File: src/rtl/irq_ctl_pkg.sv
package irq_ctl_pkg;
  localparam int unsigned ADR_MASK   = 0;
  localparam int unsigned ADR_STATUS = 1;
  localparam int unsigned ADR_CMD    = 2;
  localparam int unsigned CMD_CLR_BIT  = 0;
  localparam int unsigned CMD_SRST_BIT = 1;

  typedef struct packed {
    logic mask_we;
    logic clr;
    logic srst;
    logic status_wr;
  } cmd_t;
endpackage

File: src/rtl/irq_cmd_decode.sv
module irq_cmd_decode
  import irq_ctl_pkg::*;
#(
  parameter int unsigned ADDR_W = 3
) (
  input  logic              wr_en_i,
  input  logic [ADDR_W-1:0] addr_i,
  input  logic [1:0]        cmd_bits_i,
  output cmd_t              cmd_o
);
  always_comb begin
    cmd_o           = '0;
    cmd_o.mask_we   = wr_en_i && (addr_i == ADDR_W'(ADR_MASK));
    cmd_o.status_wr = wr_en_i && (addr_i == ADDR_W'(ADR_STATUS));
    if (wr_en_i && (addr_i == ADDR_W'(ADR_CMD))) begin
      cmd_o.clr  = cmd_bits_i[CMD_CLR_BIT];
      cmd_o.srst = cmd_bits_i[CMD_SRST_BIT];
    end
  end
endmodule

File: src/rtl/irq_mask_reg.sv
module irq_mask_reg #(
  parameter int unsigned N_EVT = 15
) (
  input  logic             clk_i,
  input  logic             rst_n_i,
  input  logic             we_i,
  input  logic             srst_i,
  input  logic [N_EVT-1:0] wdata_i,
  output logic [N_EVT-1:0] mask_o
);
  always_ff @(posedge clk_i or negedge rst_n_i) begin
    if (!rst_n_i)    mask_o <= '0;
    else if (srst_i) mask_o <= '0;
    else if (we_i)   mask_o <= wdata_i;
  end

  // soft reset returns the mask to zero
  p_srst_mask_r6: assert property (@(posedge clk_i) disable iff (!rst_n_i)
    srst_i |=> (mask_o == '0));
  // mask only moves on its own write or a soft reset
  p_mask_hold_r5: assert property (@(posedge clk_i) disable iff (!rst_n_i)
    (!we_i && !srst_i) |=> $stable(mask_o));
endmodule

File: src/rtl/irq_pend_latch.sv
module irq_pend_latch #(
  parameter int unsigned N_EVT = 15
) (
  input  logic             clk_i,
  input  logic             rst_n_i,
  input  logic [N_EVT-1:0] evt_i,
  input  logic [N_EVT-1:0] mask_i,
  input  logic             clr_i,
  input  logic             srst_i,
  output logic [N_EVT-1:0] pend_o
);
  for (genvar k = 0; k < N_EVT; k++) begin : g_bit
    logic hit;
    assign hit = evt_i[k] & mask_i[k];
    always_ff @(posedge clk_i or negedge rst_n_i) begin
      if (!rst_n_i)    pend_o[k] <= 1'b0;
      else if (srst_i) pend_o[k] <= 1'b0;
      else if (hit)    pend_o[k] <= 1'b1;
      else if (clr_i)  pend_o[k] <= 1'b0;
    end
  end

  // no pending bit rises without an enabled event
  p_no_masked_set_r3: assert property (@(posedge clk_i) disable iff (!rst_n_i)
    1'b1 |=> ((pend_o & ~$past(pend_o) & ~$past(evt_i & mask_i)) == '0));
  // enabled event survives a same-cycle clear
  p_evt_beats_clr_r7: assert property (@(posedge clk_i) disable iff (!rst_n_i)
    (clr_i && !srst_i && ((evt_i & mask_i) != '0))
      |=> ((pend_o & $past(evt_i & mask_i)) == $past(evt_i & mask_i)));
  // clear with no enabled event empties the status
  p_clr_empties_r5: assert property (@(posedge clk_i) disable iff (!rst_n_i)
    (clr_i && ((evt_i & mask_i) == '0)) |=> (pend_o == '0));
  // soft reset empties the status whatever else happens
  p_srst_pend_r6: assert property (@(posedge clk_i) disable iff (!rst_n_i)
    srst_i |=> (pend_o == '0));
  // pending bits are sticky without clear or reset
  p_sticky_r2: assert property (@(posedge clk_i) disable iff (!rst_n_i)
    (!clr_i && !srst_i) |=> ((pend_o & $past(pend_o)) == $past(pend_o)));
endmodule

File: src/rtl/irq_rd_mux.sv
module irq_rd_mux
  import irq_ctl_pkg::*;
#(
  parameter int unsigned ADDR_W = 3,
  parameter int unsigned DATA_W = 16,
  parameter int unsigned N_EVT  = 15
) (
  input  logic              clk_i,
  input  logic              rst_n_i,
  input  logic              rd_en_i,
  input  logic [ADDR_W-1:0] addr_i,
  input  logic [N_EVT-1:0]  mask_i,
  input  logic [N_EVT-1:0]  pend_i,
  output logic [DATA_W-1:0] rdata_o
);
  localparam int unsigned SUM_BIT = DATA_W - 1;

  logic [DATA_W-1:0] mask_word, stat_word, sel_word;

  always_comb begin
    mask_word              = '0;
    mask_word[N_EVT-1:0]   = mask_i;
    stat_word              = '0;
    stat_word[N_EVT-1:0]   = pend_i;
    stat_word[SUM_BIT]     = |pend_i;
    if (addr_i == ADDR_W'(ADR_MASK))        sel_word = mask_word;
    else if (addr_i == ADDR_W'(ADR_STATUS)) sel_word = stat_word;
    else                                    sel_word = '0;
  end

  always_ff @(posedge clk_i or negedge rst_n_i) begin
    if (!rst_n_i)     rdata_o <= '0;
    else if (rd_en_i) rdata_o <= sel_word;
  end

  // read data holds between reads
  p_rdata_hold_r9: assert property (@(posedge clk_i) disable iff (!rst_n_i)
    !rd_en_i |=> $stable(rdata_o));
  // non-readable addresses give zero
  p_rsvd_zero_r8: assert property (@(posedge clk_i) disable iff (!rst_n_i)
    (rd_en_i && (addr_i != ADDR_W'(ADR_MASK)) && (addr_i != ADDR_W'(ADR_STATUS)))
      |=> (rdata_o == '0));
endmodule

File: src/rtl/irq_status_ctl.sv
module irq_status_ctl
  import irq_ctl_pkg::*;
#(
  parameter int unsigned ADDR_W = 3,
  parameter int unsigned DATA_W = 16,
  parameter int unsigned N_EVT  = 15
) (
  input  logic              clk_i,
  input  logic              rst_n_i,
  input  logic [ADDR_W-1:0] addr_i,
  input  logic              wr_en_i,
  input  logic              rd_en_i,
  input  logic [DATA_W-1:0] wdata_i,
  output logic [DATA_W-1:0] rdata_o,
  input  logic [N_EVT-1:0]  evt_i,
  output logic              irq_o
);
  initial begin
    if (N_EVT < 1 || N_EVT > DATA_W - 1)
      $error("N_EVT must lie in 1..DATA_W-1");
    if (ADDR_W < 2)
      $error("ADDR_W must be at least 2");
  end

  cmd_t             cmd;
  logic [N_EVT-1:0] mask_q;
  logic [N_EVT-1:0] pend_q;
  logic             unused_wdata;

  assign unused_wdata = ^wdata_i;

  irq_cmd_decode #(.ADDR_W(ADDR_W)) u_dec (
    .wr_en_i   (wr_en_i),
    .addr_i    (addr_i),
    .cmd_bits_i(wdata_i[1:0]),
    .cmd_o     (cmd)
  );

  irq_mask_reg #(.N_EVT(N_EVT)) u_mask (
    .clk_i  (clk_i),
    .rst_n_i(rst_n_i),
    .we_i   (cmd.mask_we),
    .srst_i (cmd.srst),
    .wdata_i(wdata_i[N_EVT-1:0]),
    .mask_o (mask_q)
  );

  irq_pend_latch #(.N_EVT(N_EVT)) u_pend (
    .clk_i  (clk_i),
    .rst_n_i(rst_n_i),
    .evt_i  (evt_i),
    .mask_i (mask_q),
    .clr_i  (cmd.clr),
    .srst_i (cmd.srst),
    .pend_o (pend_q)
  );

  irq_rd_mux #(.ADDR_W(ADDR_W), .DATA_W(DATA_W), .N_EVT(N_EVT)) u_rd (
    .clk_i  (clk_i),
    .rst_n_i(rst_n_i),
    .rd_en_i(rd_en_i),
    .addr_i (addr_i),
    .mask_i (mask_q),
    .pend_i (pend_q),
    .rdata_o(rdata_o)
  );

  assign irq_o = |pend_q;

  // interrupt only rises after an enabled event
  p_irq_cause_r4: assert property (@(posedge clk_i) disable iff (!rst_n_i)
    $rose(irq_o) |-> ($past(evt_i & mask_q) != '0));
  // clear with no enabled event drops the interrupt
  p_irq_clear_r5: assert property (@(posedge clk_i) disable iff (!rst_n_i)
    (cmd.clr && ((evt_i & mask_q) == '0)) |=> !irq_o);
  // a status write with no event leaves status untouched
  p_status_ro_r8: assert property (@(posedge clk_i) disable iff (!rst_n_i)
    (cmd.status_wr && (evt_i == '0)) |=> $stable(pend_q));
endmodule

File: config.mk
export PLATFORM = sky130hd
export DESIGN_NAME = irq_status_ctl
export DESIGN_NICKNAME = d
export VERILOG_FILES = /design/src/rtl/irq_ctl_pkg.sv /design/src/rtl/irq_cmd_decode.sv /design/src/rtl/irq_mask_reg.sv /design/src/rtl/irq_pend_latch.sv /design/src/rtl/irq_rd_mux.sv /design/src/rtl/irq_status_ctl.sv
export SDC_FILE = /design/constraint.sdc
export NUM_CORES = 1
export LEC_CHECK = 0
export BUFFER_PORTS_ARGS = -buffer_cell sky130_fd_sc_hd__buf_2
export CORE_ASPECT_RATIO = 1.75
export CORE_MARGIN = 2
export CORE_UTILIZATION = 50
export DETAILED_ROUTE_END_ITERATION = 8
export PLACE_DENSITY = 0.87
export SETUP_SLACK_MARGIN = 0.5
export SYNTH_ARGS = -nofsm -noshare
export SYNTH_HDL_FRONTEND = slang
export SYNTH_SLANG_ARGS = --single-unit
File: constraint.sdc
create_clock -name clk_i -period 1.35 [get_ports clk_i]
set_clock_uncertainty 0.15 [all_clocks]
set_input_delay 0.135 -clock clk_i [delete_from_list [all_inputs] [get_ports clk_i]]
set_output_delay 0.135 -clock clk_i [all_outputs]
set_load 0.005 [all_outputs]
==> impl_metrics.ini, run 1 <==
[status]
status = finished, violations left
violations = hold timing, setup timing

[clock_network]
root_buffer = clkbuf_8
cts.sinks = 46
cts.path.max_buffers = 2
clk_pin_slew_worst_paths_ns = 0.09
tritoncts = built
cts_buffers = 5
htree_levels = 2
clock_latency_ns = 0.31

[route]
ant_nets = 0
wl_per_cell_um = 22.2
drc = 0
routed-via-count = 2149
wl_um = 7930
dr.pass1.iters = 4
initialDrtViolationCount = 106
via_per_inst = 6.00

[die]
rows = 30
core-area_mm2 = 0.00383
die_h_um = 87.3
start_util_pct = 51.8
die-area_mm2 = 0.00451
io_pins = 55
die_w_um = 51.6

[synthesis]
synth_top_family_by_area = compound AO/OA/AOI/OAI gates
syn_avg_cell_area_um2 = 9.63
yosys.area_share.adder_pct = 0
synth.top_cells.by_count = dfrtp_1 (46), nand2_1 (43), o21ai_0 (41), inv_1 (18)
synth_most_common_cell = dfrtp_1
async_flop_share_pct = 100
yosysUniqueCellTypes = 23
synth_fp_nets = 244
ys_seq_area_share_pct = 58.0
synth.largest_area_cell = dfrtp_1
synthFlopType = dfrtp_1
synthMuxAreaShare_pct = 0
syn_inst = 206
synthDominantCellAreaShare_pct = 58.0
synth_compound_area_share_pct = 22.0
syn-cell-area_mm2 = 0.00198
ys_ff_latch = 46
ys_top_cells_by_area = dfrtp_1 (58%), o21ai_0 (10%), nand2_1 (8.1%)
synth_warnings = 0
synth_xor_area_share_pct = 0
synthSimpleGateAreaFrac_pct = 13.4
synth-edff-count = 0

[run]
maxCapViolations = 0

[global_route]
grt_util_all_layers_pct = 30.6
antenna_found_initial = 0
grt_max_degree = 47
grt_pass1_vias = 1998
overflow = 0
grt_pass1_wl_um = 10100

[pwr]
p_clk_share_pct = 24.1
power.internal_mw = 2.86
leakagePower_nw = 1.51
switching_power_mw = 1.38
peakVddDrop_uv = 1190
switching_share_pct = 32.5
p_seq_share_pct = 47.3
finalPower_mw = 4.24
power.density_mw_per_mm2 = 1240
comb_power_share_pct = 28.6

[worst_hold_path]
worstHoldPathType = input port to flop
hp-start = wdata_i[9]

[sta]
fmax_ghz = 0.571
fin_crit_ns = 1.75
finalCritPeriodShare_pct = 130
setup_violations = 2
rsz0062_at_grt = yes
worstMarginPinSlew_ns = 0.355
final.setup.worst_slack_ns = -0.402
holdWs_ns = -0.125
relSlewSlack_pct = 76.2
maxSlewViolCount = 0
hold_viol = 20
setup_tns_ns = -0.657

[place]
dpl.hpwl_um = 3250
place_congestion = 0.797
placed_area_mm2 = 0.00247
port_buffers = 53

[worst_setup_path]
worst_ep_arrival_time_ns = 1.47
cp-end-kind = primary output
crit_path_max_fanout = 3
required_ns = 1.07
crit_start = u_pend.pend_o[1]$_DFFE_PN0P_
worstSetupStartpointType = flop
reg2reg_from = u_pend.pend_o[1]$_DFFE_PN0P_
crit_type = flop to primary output

[final_layout]
nFillCells = 161
finalNetCount = 347
synthToLayoutAreaGrowth_pct = 73.0
diodes = 0
final_core_util_pct = 89.6
drive_gt1_share_pct = 61.9
final_area_mm2 = 0.00343
state kept, by name, summed over array words and instances, names as in the netlist:
register       flops
u_rd.rdata_o      16
u_mask.mask_o     15
u_pend.pend_o     15
placed cells by master, fill, tap and decap left out, drive strengths merged:
cell,Yosys,layout
clkinvlp,0,1
a22o,1,1
nor4bb,1,1
a22oi,15,15
nor3,1,1
dlygate4sd3,0,9
nand2,43,43
inv,18,17
nand4,1,1
o21ai,43,43
nor4b,2,2
or4b,1,3
dfrtp,46,46
nor2,1,1
nor4,3,3
bufinv,0,1
o22ai,2,2
a21oi,15,15
nand4bb,1,1
clkbuf,6,8
buf,6,96
cells by family after synthesis:
family                 Yosys count
flip-flops                      46
AND/OR/NAND/NOR                 54
buffers and inverters           30
AO/OA/AOI/OAI                   76
power by group through the flow:
stage	Combinational, mW	Sequential, mW	Clock (mW)
6_report	1.21	2.01	1.02
5_1_grt	1.27	2.02	1.09
4_1_cts	0.906	1.88	0.998
3_5_place_dp	0.608	1.86	0
3_3_place_gp	0.580	1.84	0
2_1_floorplan	0.341	1.82	0
through the flow:
step,setup WS (ns),std cells
final,-0.402,358
after global routing,-0.423,358
after CTS,-0.264,344
after detailed placement,-0.0655,310
after global placement,-0.0322,310
after floorplan,0.0497,206
critical path, stage by stage (launching register included):
cell and delay (ns):
dfrtp_1 0.45, nor3_1 0.35, nand4_1 0.19, buf_2 0.17
layer usage:
metal	GRT usage, %	share of wire (%)	up-vias
met5	0	0	-
met4	13.6	5.5	0
met3	4.64	5.9	43
met2	53.8	54	127
met1	35.8	34	1059
li1	-	-	920
timing repair:
action                                  CTS  global route
hold endpoints to repair                 74            21
setup buffers                            13            12
resized for setup                        91            40
endpoints found under the setup margin   63            63
cloned                                    5             1
hold buffers                              8             1
pin swaps                                27            13
cell type report:
class	count	area, um2	share of cell area [%]
Inverter	18	71.3	2.08
Tap cell	48	60.1	1.75
Clock buffer	7	76.3	2.22
Clock inverter	1	30.0	0.875
Multi-Input combinational cell	132	1140	33.2
Timing Repair Buffer	106	900	26.2
Sequential cell	46	1150	33.7
path summary, 6_finish.rpt:
| kind | endpoint | slack (ns) | cells past startpoint |
|---|---|---|---|
| hold reg to reg | u_rd.rdata_o[1]$_DFFE_PN0P_ | 0.36 | 2 |
| min in group asynchronous | u_mask.mask_o[8]$_DFFE_PN0P_ | 0.19 | 3 |
| hold / removal | u_mask.mask_o[9]$_DFFE_PN0P_ | -0.12 | 3 |
| max in group asynchronous | u_pend.pend_o[2]$_DFFE_PN0P_ | 0.64 | 3 |
| setup / recovery | irq_o | -0.40 | 3 |
| setup reg to reg | u_rd.rdata_o[15]$_DFFE_PN0P_ | -0.26 | 4 |
Note: power is estimated with default switching activity, not from simulation.
==> run 2, diff against run 1 <==
- PLACE_DENSITY: 0.87 -> 0.74
- SYNTH_HIERARCHICAL: default -> 1
==> impl_metrics.ini, run 2 <==
[die]
die-area_mm2 = 0.00492
start_util_pct = 52.5
die_w_um = 53.9
rows = 31
die_h_um = 91.3
core-area_mm2 = 0.00415
io_pins = 55

[global_route]
grt_pass1_wl_um = 8340
overflow = 0
grt_util_all_layers_pct = 23.0
antenna_found_initial = 0
grt_pass1_vias = 1731
grt_max_degree = 25

[worst_setup_path]
worstRegToRegCells = 4
crit_path_max_fanout = 2
worst_ep_arrival_time_ns = 1.37
required_ns = 1.07
worstSetupStartpointType = flop
cp-end-kind = primary output
reg2reg_from = u_pend/pend_o[4]$_DFFE_PN0P_
crit_type = flop to primary output
crit_start = u_pend/pend_o[9]$_DFFE_PN0P_

[synthesis]
syn-cell-area_mm2 = 0.00218
syn_inst = 194
synth_fp_nets = 232
synth_warnings = 6
syn_avg_cell_area_um2 = 11.2

[final_layout]
ff_latch_area_mm2 = 0.00116
synthToLayoutAreaGrowth_pct = 51.0
nFillCells = 246
diodes = 0
final_common_cell = buf_2
multi_input_area_mm2 = 0.00110
finalNetCount = 333
final_area_mm2 = 0.00329
largest_register_ff_count = 16
final_core_util_pct = 79.3
reg_top3 = u_rd/rdata_o: 16 flops, u_mask/mask_o: 15 flops, u_pend/pend_o: 15 flops
final_cell_mix = buf_2 (50), dfrtp_1 (41), buf_6 (23)
top_register = u_rd/rdata_o
drive_gt1_share_pct = 57.8

[route]
initialDrtViolationCount = 34
ant_nets = 0
via_per_inst = 5.55
drc = 0
routed-via-count = 1902
dr.pass1.iters = 4
wl_um = 6470
wl_per_cell_um = 18.9

[pwr]
comb_power_share_pct = 33.5
power.internal_mw = 2.86
leakagePower_nw = 1.47
switching_share_pct = 31.9
p_clk_share_pct = 19.6
power.density_mw_per_mm2 = 1280
p_seq_share_pct = 46.9
peakVddDrop_uv = 1010
switching_power_mw = 1.34

[place]
port_buffers = 53
place_ws_ns = -0.0373
dpl.hpwl_um = 3530
placed_area_mm2 = 0.00264
place_congestion = 0.794

[worst_hold_path]
worstHoldPathType = input port to asynchronous set/reset pin

[clock_network]
tritoncts = built
clk_pin_slew_worst_paths_ns = 0.08
cts_buffers = 5
htree_levels = 2
clock_latency_ns = 0.29
cts.path.max_buffers = 2
cts.sinks = 46
root_buffer = clkbuf_8

[sta]
relSlewSlack_pct = 75.9
finalCritPeriodShare_pct = 123
final.setup.worst_slack_ns = -0.309
maxSlewViolCount = 0
setup_violations = 2
setup_tns_ns = -0.520
worstMarginPinSlew_ns = 0.359
rsz0062_at_grt = yes
hold_viol = 75
fmax_ghz = 0.603
fin_crit_ns = 1.66
holdWs_ns = -0.428

[status]
status = finished, violations left
violations = hold timing, setup timing

[run]
maxCapViolations = 0
run 2: final cells by class:
type | count | area share [%]
Sequential cell | 46 | 35.2
Multi-Input combinational cell | 124 | 33.3
Timing Repair Buffer | 102 | 25.3
Clock buffer | 6 | 2.51
Tap cell | 49 | 1.86
Inverter | 16 | 1.83
run 2: worst paths after layout:
| check | slack, ns | end |
|---|---|---|
| max reg2reg | -0.21 | u_rd/rdata_o[15]$_DFFE_PN0P_ |
| min | -0.43 | u_mask/mask_o[9]$_DFFE_PN0P_ |
| min reg2reg | 0.36 | u_rd/rdata_o[12]$_DFFE_PN0P_ |
| max in group asynchronous | 1.00 | u_pend/pend_o[14]$_DFFE_PN0P_ |
| max | -0.31 | irq_o |
| min in group clk_i | -0.06 | u_mask/mask_o[10]$_DFFE_PN0P_ |
run 2: what timing repair did:
| action | 4_1_cts | 5_1_grt |
|---|---|---|
| endpoints found under the setup margin | 63 | 63 |
| gates cloned | 1 | 2 |
| resized for setup | 42 | 27 |
| endpoints found under the hold margin | 76 | 73 |
| pin swaps | 8 | 15 |
| buffers inserted | 9 | 19 |
run 2: layer usage:
metal  vias up  part of all wire [%]  track usage (%)
met5         -                     0                0
met1       945                    38             28.2
met2        74                    56             40.1
met3        12                   4.6             2.63
li1        871                     -                -
met4         0                   2.1             6.84
run 2: through the flow:
step	power, mW	instances
after floorplan	2.33	194
after global placement	2.69	306
after detailed placement	2.73	306
after CTS	3.80	322
after global routing	4.37	343
final	4.20	343
run 2: power groups by stage:
stage	Sequential, mW	Clock [mW]	Combinational (mW)
2_1_floorplan	1.91	0	0.424
3_3_place_gp	1.91	0	0.783
3_5_place_dp	1.92	0	0.808
4_1_cts	1.93	0.832	1.04
5_1_grt	1.99	0.879	1.50
6_report	1.97	0.824	1.41
run 2: worst max-delay path, cell delays in order (launching register included):
cell and delay, ns:
dfrtp_2 0.44, nor4_4 0.32, nand4_1 0.16, buf_2 0.16
